==> config.mk <==
export PLATFORM = sky130hd
export DESIGN_NAME = hs_mixer
export DESIGN_NICKNAME = d
export VERILOG_FILES = /design/src/rtl/mix_pkg.sv /design/src/rtl/mix_rst_sync.sv /design/src/rtl/mix_owner_track.sv /design/src/rtl/mix_phase_fsm.sv /design/src/rtl/mix_ack_steer.sv /design/src/rtl/hs_mixer.sv
export SDC_FILE = /design/constraint.sdc
export NUM_CORES = 1
export LEC_CHECK = 0
export BUFFER_PORTS_ARGS = -buffer_cell sky130_fd_sc_hd__buf_2
export CAP_MARGIN = 0
export CORE_AREA = 2 2 39 41
export DETAILED_ROUTE_END_ITERATION = 8
export DIE_AREA = 0 0 41 43
export PLACE_DENSITY = 0.47
export SKIP_LAST_GASP = 1
export SLEW_MARGIN = 10
export SYNTH_ARGS = -nofsm -noshare
export SYNTH_HDL_FRONTEND = slang
export SYNTH_SLANG_ARGS = --single-unit
==> constraint.sdc <==
create_clock -name clk -period 0.82 [get_ports clk]
set_input_delay 0.041 -clock clk [delete_from_list [all_inputs] [get_ports clk]]
set_output_delay 0.041 -clock clk [all_outputs]
set_load 0.02 [all_outputs]
==> src/rtl/mix_pkg.sv <==
package mix_pkg;

  // Phase of the served handshake cycle
  typedef enum logic [1:0] {
    PH_IDLE  = 2'd0,  // nothing in flight
    PH_RAISE = 2'd1,  // outgoing request up, waiting for its acknowledge
    PH_HOLD  = 2'd2,  // input acknowledged, waiting for its request to drop
    PH_RTZ   = 2'd3   // outgoing request down, waiting for acknowledge to drop
  } mix_phase_e;

endpackage

==> src/rtl/mix_rst_sync.sv <==
module mix_rst_sync #(
  parameter int STAGES = 2
) (
  input  logic clk,
  input  logic rst_n,
  output logic rst_sync_n
);

  logic [STAGES-1:0] chain_q;

  generate
    if (STAGES == 1) begin : g_single
      always_ff @(posedge clk or negedge rst_n) begin
        if (!rst_n) chain_q <= '0;
        else        chain_q <= 1'b1;
      end
    end else begin : g_multi
      always_ff @(posedge clk or negedge rst_n) begin
        if (!rst_n) chain_q <= '0;
        else        chain_q <= {chain_q[STAGES-2:0], 1'b1};
      end
    end
  endgenerate

  assign rst_sync_n = chain_q[STAGES-1];

endmodule

==> src/rtl/mix_owner_track.sv <==
module mix_owner_track #(
  parameter int NUM_IN = 2
) (
  input  logic              clk,
  input  logic              rst_n,
  input  logic [NUM_IN-1:0] in_req,
  input  logic              grant_evt,
  output logic [NUM_IN-1:0] owner,
  output logic              any_req,
  output logic              owner_req
);

  logic [NUM_IN-1:0] pick;
  logic              found;
  logic [NUM_IN-1:0] owner_nxt;
  logic              owner_en;

  // Lowest index wins; with a mutually exclusive environment only one bit is set
  always_comb begin
    pick  = '0;
    found = 1'b0;
    for (int i = 0; i < NUM_IN; i++) begin
      if (in_req[i] && !found) begin
        pick[i] = 1'b1;
        found   = 1'b1;
      end
    end
  end

  assign any_req   = |in_req;
  assign owner_en  = grant_evt;
  assign owner_nxt = pick;
  assign owner_req = |(in_req & owner);

  always_ff @(posedge clk or negedge rst_n) begin
    if (!rst_n)        owner <= '0;
    else if (owner_en) owner <= owner_nxt;
  end

endmodule

==> src/rtl/mix_phase_fsm.sv <==
module mix_phase_fsm
  import mix_pkg::*;
(
  input  logic       clk,
  input  logic       rst_n,
  input  logic       any_req,
  input  logic       owner_req,
  input  logic       out_ack,
  output mix_phase_e phase,
  output logic       out_req,
  output logic       grant_evt,
  output logic       ack_set_evt,
  output logic       ack_clr_evt
);

  mix_phase_e phase_nxt;
  logic       req_nxt;
  logic       phase_en;
  logic       req_en;

  always_comb begin
    phase_nxt   = phase;
    req_nxt     = out_req;
    grant_evt   = 1'b0;
    ack_set_evt = 1'b0;
    ack_clr_evt = 1'b0;
    case (phase)
      PH_IDLE: begin
        if (any_req) begin
          phase_nxt = PH_RAISE;
          req_nxt   = 1'b1;
          grant_evt = 1'b1;
        end
      end
      PH_RAISE: begin
        if (out_ack) begin
          phase_nxt   = PH_HOLD;
          ack_set_evt = 1'b1;
        end
      end
      PH_HOLD: begin
        if (!owner_req) begin
          phase_nxt = PH_RTZ;
          req_nxt   = 1'b0;
        end
      end
      PH_RTZ: begin
        if (!out_ack) begin
          phase_nxt   = PH_IDLE;
          ack_clr_evt = 1'b1;
        end
      end
      default: phase_nxt = PH_IDLE;
    endcase
  end

  assign phase_en = (phase_nxt != phase);
  assign req_en   = (req_nxt != out_req);

  always_ff @(posedge clk or negedge rst_n) begin
    if (!rst_n) begin
      phase   <= PH_IDLE;
      out_req <= 1'b0;
    end else begin
      if (phase_en) phase   <= phase_nxt;
      if (req_en)   out_req <= req_nxt;
    end
  end

endmodule

==> src/rtl/mix_ack_steer.sv <==
module mix_ack_steer #(
  parameter int NUM_IN = 2
) (
  input  logic              clk,
  input  logic              rst_n,
  input  logic [NUM_IN-1:0] owner,
  input  logic              ack_set_evt,
  input  logic              ack_clr_evt,
  output logic [NUM_IN-1:0] in_ack
);

  generate
    for (genvar g = 0; g < NUM_IN; g++) begin : g_port
      logic ack_q;
      logic ack_en;
      logic ack_nxt;

      // Only the port recorded as owner is touched by set or clear
      assign ack_en  = owner[g] & (ack_set_evt | ack_clr_evt);
      assign ack_nxt = ack_set_evt;

      always_ff @(posedge clk or negedge rst_n) begin
        if (!rst_n)      ack_q <= 1'b0;
        else if (ack_en) ack_q <= ack_nxt;
      end

      assign in_ack[g] = ack_q;
    end
  endgenerate

endmodule

==> src/rtl/hs_mixer.sv <==
module hs_mixer
  import mix_pkg::*;
#(
  parameter int NUM_IN     = 2,
  parameter int RST_STAGES = 2
) (
  input  logic              clk,
  input  logic              rst_n,
  input  logic [NUM_IN-1:0] in_req,
  output logic [NUM_IN-1:0] in_ack,
  output logic              out_req,
  input  logic              out_ack
);

  logic              rst_int_n;
  logic [NUM_IN-1:0] owner;
  logic              any_req;
  logic              owner_req;
  logic              grant_evt;
  logic              ack_set_evt;
  logic              ack_clr_evt;
  mix_phase_e        phase;

  mix_rst_sync #(.STAGES(RST_STAGES)) u_rst_sync (
    .clk        (clk),
    .rst_n      (rst_n),
    .rst_sync_n (rst_int_n)
  );

  mix_owner_track #(.NUM_IN(NUM_IN)) u_owner (
    .clk       (clk),
    .rst_n     (rst_int_n),
    .in_req    (in_req),
    .grant_evt (grant_evt),
    .owner     (owner),
    .any_req   (any_req),
    .owner_req (owner_req)
  );

  mix_phase_fsm u_fsm (
    .clk         (clk),
    .rst_n       (rst_int_n),
    .any_req     (any_req),
    .owner_req   (owner_req),
    .out_ack     (out_ack),
    .phase       (phase),
    .out_req     (out_req),
    .grant_evt   (grant_evt),
    .ack_set_evt (ack_set_evt),
    .ack_clr_evt (ack_clr_evt)
  );

  mix_ack_steer #(.NUM_IN(NUM_IN)) u_steer (
    .clk         (clk),
    .rst_n       (rst_int_n),
    .owner       (owner),
    .ack_set_evt (ack_set_evt),
    .ack_clr_evt (ack_clr_evt),
    .in_ack      (in_ack)
  );

endmodule

## After elaboration in Yosys (flattened, before gate mapping)

Cells that the tools add are included.

- Output and inout bits: 3
- Input port bits: 5
- Bits in registers: 9

- Bitwise logic cells: 4
- Equal/unequal tests: 5
- Reduce and logical (&&, ||, !) cells: 5
- Muxes and demuxes: 16

Operators with widths:

| cell | count |
|---|---|
| $mux 1 | 10 |
| $mux 2 | 4 |
| $pmux 2 s4 | 1 |
| $eq 2x2->1 const B | 2 |
| $reduce_or 2->1 | 2 |
| $and 1x1->1 | 2 |
| $and 2x2->2 | 1 |
| $eq 2x1->1 const B | 1 |
| $logic_not 2->1 | 1 |
| $ne 2x2->1 | 1 |
| $pmux 1 s2 | 1 |
| $logic_and 1x1->1 | 1 |
| $logic_not 1->1 | 1 |
| $ne 1x1->1 | 1 |
| $or 1x1->1 | 1 |

## Logic depth before layout (Yosys ltp)

- Depth after elaboration: 5
- Depth in mapped cells: 3
- Gate-level depth less buffers: 3

## Modules after synthesis

From an unflattened synthesis, not the netlist that was laid out.

- Cells, all modules: 35
- Area, all modules: 387.9 µm²

Modules (own cells, without submodules):

| module | seq. area each (µm²) | instances | area an instance (µm²) | cells each |
|---|---|---|---|---|
| mix_phase_fsm | 75.1 | 1 | 147.6 | 16 |
| mix_owner_track | 50.0 | 1 | 96.3 | 8 |
| mix_ack_steer | 50.0 | 1 | 90.1 | 8 |
| mix_rst_sync | 50.0 | 1 | 53.8 | 3 |

## Worst setup path after synthesis

Ideal clock, no wire load.

- Kind: register -> register
- Start point: register u_fsm.phase[0]
- End point: register u_fsm.out_req
- Setup slack: -245 ps
- Setup time: 128 ps
- Arrival time: 938 ps
- Cell stages (with the launch flop): 4
- Path buffers: 0
- Period minus slack after synthesis: 1065 ps
- Required time: 692 ps
- Path through: dfrtp_1 > nand2b_4 > a221o_1 > a21boi_1

- Word-level cells in the longest chain between the ends: 3

RTL lines:

| what | RTL line | text |
|---|---|---|
| from (decl) | mix_phase_fsm.sv:9 | `output mix_phase_e phase,` |
| from (signal assigned) | mix_phase_fsm.sv:65 | `if (phase_en) phase <= phase_nxt;` |
| $eq 2x2->1 or $logic_not 2->1 (tied branches) | mix_phase_fsm.sv:27 | `case (phase)` |
| $pmux 1 s2 * | mix_phase_fsm.sv:27 |  |
| $ne 1x1->1 | mix_phase_fsm.sv:58 | `assign req_en = (req_nxt != out_req);` |
| to (signal assigned) | mix_phase_fsm.sv:66 | `if (req_en) out_req <= req_nxt;` |
| to (decl) | mix_phase_fsm.sv:10 | `output logic out_req,` |

Mark *: on every way between the ends. The rest lies on a longest branch, timed or not.
A chain may end at the register's enable or synchronous reset.

## Worst setup path after layout

Ends and elaborated chain as after synthesis.

==> out/qor.txt <==
Setup-failing EPs final -> 6
Multi-input gate area -> 137.6 µm²
Post-Route Skew -> 0.2399 ps
Comb power frac -> 0.474
Top-level port count -> 8
Post-Synthesis Cells -> 35
# Max-Cap Violations -> 0
Vias -> 308
CTS H-tree depth -> 1
Cell variety after synth -> 17
Worst Hold Class -> in -> reg
Gp weighted congestion -> 0.7275
Top-area cell type share of the netlist area -> 0.5921
Max clock buf depth -> 2
Top cells by area, synth -> dfrtp_1, nand2_1, buf_4
Sw Share -> 0.3499
Pint -> 1.396 mW
Setup TNS -> -986.1 ps
Max stage delay cell, worst path -> dfrtp_1
Period utilisation layout -> 1.276
Vias in the first global route -> 285
Synth cell count leaders -> dfrtp_1, nand2_1
Outcome -> finished with violations
Yosys reg bits -> 9
Rows -> 14
Clk pwr share -> 0.153
Power density cells -> 3936 nW/µm²
Post-synth EDFFs -> 0
Initial DRC count -> 11
Max incr delay on CP -> 390 ps
Most common cell in the synthesized netlist -> dfrtp_1
DRC violations left -> 0
Fin Hold WS -> 47.94 ps
Final Hold Viols -> 0
RSZ-0062 raised after global routing -> yes
P_sw -> 0.7513 mW
Flop pwr share -> 0.373
CTS buffer count -> 3
Number of nets in the layout -> 59
Root buffer cell -> clkbuf_4
Initial antenna violation count -> 0
Synthesized area -> 380.4 µm²
IO buf count -> 7
Wire per inst -> 10.33 µm
Mean post-synth cell area -> 10.87 µm²
First-pass DRT Iterations -> 4
CP max FO -> 2
Final wirelength -> 713 µm
Min setup slack post-route -> -226.1 ps
Die Y -> 43 µm
Max-slew violation count -> 0
Leading area contributor after synthesis -> dfrtp_1
Filler cell count -> 143
Initial Utilization -> 0.2749
Violated checks -> negative setup slack
Die ar. -> 1763 µm²
Crit Path Category -> reg -> reg
Worst path cell trace -> nand2b_4 > a221o_1 > a21boi_1
CP endpoint kind -> flip-flop
Setup crit start kind -> flip-flop
FF+latch area -> 226.5 µm²
Post-synth top flop -> dfrtp_1
GRT Residual Overflow -> 0
Largest net degree at the start of global routing -> 8
DR vias/cell -> 4.464
Layout area overhead -> 43.42%
CTS tree -> done
Antenna viol nets, final -> 0
First-pass GRT wire length -> 1186 µm
Cell leakage power -> 0.2649 nW
Max Freq -> 0.9559 GHz
CTS clock-pin slew for the worst setup and hold paths -> 60 ps
Clock Latency Late Sink -> 250 ps
Ys async rst share -> 1.000
Max VDD drop -> 1.454 mV
Core area -> 1384 µm²
Layout cells sized above 1 -> 0.3962
YS warnings -> 0
Worst Path Arrival -> 1190 ps
Core Util, Final -> 0.3942
Pre-CTS setup slack -> -215.6 ps
Synth Net Count -> 40
Sink Count -> 9
Finished Layout Cells -> 69
Die Wd -> 41 µm
Total GRT Usage -> 0.1081
Critical Path RT -> 960 ps
Diode count -> 0
Register area share after synthesis -> 0.5921
Placed Cells incl. Taps -> 60
Minimum clock period -> 1046 ps
[registers in the layout (all words and copies together) (netlist names)]
| register | cells |
|---|---|
| u_fsm.phase | 2 |
| u_owner.owner | 2 |
| u_rst_sync.chain_q | 2 |
| u_steer.g_port.ack_q | 2 |
| u_fsm.out_req | 1 |
[per-layer routing]
| layer | global-route usage | part of all wire | wire length (µm) |
|---|---|---|---|
| met1 | 0.1213 | 0.43 | 309 |
| met2 | 0.1438 | 0.48 | 343 |
| met3 | 0.07853 | 0.084 | 60 |
| met4 | 0.06000 | 0 | 0 |
| met5 | 0 | 0 | 0 |
[cells by family (layout without fill, tap and decap cells)]
kind of cell	Yosys count	after routing	share of synthesized area
flip-flops	9	9	0.5921
other	1	1	0.009859
buffers and inverters	4	22	0.05921
AND/OR/NAND/NOR	11	11	0.1645
AO/OA/AOI/OAI	10	10	0.1743
[cell type report]
class                           count  area share
Inverter                            2     0.01376
Tap cell                           16     0.03670
Timing Repair Buffer               16      0.2317
Clock inverter                      1    0.009174
Sequential cell                     9      0.4151
Clock buffer                        3     0.04128
Multi-Input combinational cell     22      0.2523
[what timing repair did]
action                                 4_1_cts  5_1_grt
setup buffers                                3        0
hold buffers                                 2        0
endpoints found under the hold margin        3        0
gates resized for setup                      9        0
pin swaps                                    1        0
setup endpoints to repair                    9       10
[worst paths after layout]
check	slack [ps]	from	cells after the start	to
worst max-delay path	-230	u_fsm.phase[0]$_DFFE_PN0P_	3	u_fsm.out_req$_DFFE_PN0P_
worst min-delay path	50	out_ack	3	u_fsm.phase[1]$_DFFE_PN0P_
worst max register to register	-230	u_fsm.phase[0]$_DFFE_PN0P_	3	u_fsm.out_req$_DFFE_PN0P_
worst min register to register	120	u_rst_sync.chain_q[1]$_DFF_PN0_	0	u_steer.g_port[1].ack_q$_DFFE_PN0P_
max in group asynchronous	460	u_rst_sync.chain_q[1]$_DFF_PN0_	0	u_fsm.phase[1]$_DFFE_PN0P_
min in group asynchronous	90	rst_n	2	u_rst_sync.chain_q[0]$_DFF_PN0_
[power by group through the flow]
stage | clock, mW | combinational, mW | sequential (mW)
finish | 0.329 | 1.02 | 0.800
global route | 0.402 | 1.11 | 0.832
CTS | 0.354 | 1.02 | 0.796
detailed placement | 0 | 0.782 | 0.779
global placement | 0 | 0.781 | 0.777
floorplan | 0 | 0.508 | 0.803
[cells in the final DEF, fill, tap and decap left out]
master         count
buf_4              7
a221o_1            1
nand2_1            5
clkinv_2           1
nand2b_4           1
conb_1             1
dfrtp_1            8
nand3_1            2
dfrtp_2            1
inv_1              2
buf_2              4
a21oi_1            2
buf_6              3
dlygate4sd3_1      2
or2b_1             1
a22o_1             1
o21ai_1            3
o31ai_1            2
clkbuf_4           3
nor2_4             1
nand2b_1           1
a21boi_1           1
[metrics by stage]
stage,instance area (µm²),total power [mW]
2_1_floorplan,380.4,1.311
3_3_place_gp,450.4,1.559
3_5_place_dp,450.4,1.561
4_1_cts,545.5,2.167
5_1_grt,545.5,2.340
6_report,545.5,2.147
[critical path: cells and delay by family (launching register included)]
| kind | cells | cell delay (ps) |
|---|---|---|
| compound gates | 2 | 400 |
| flops | 1 | 390 |
| simple gates | 1 | 140 |
Note: power is estimated with default switching activity, not from simulation.
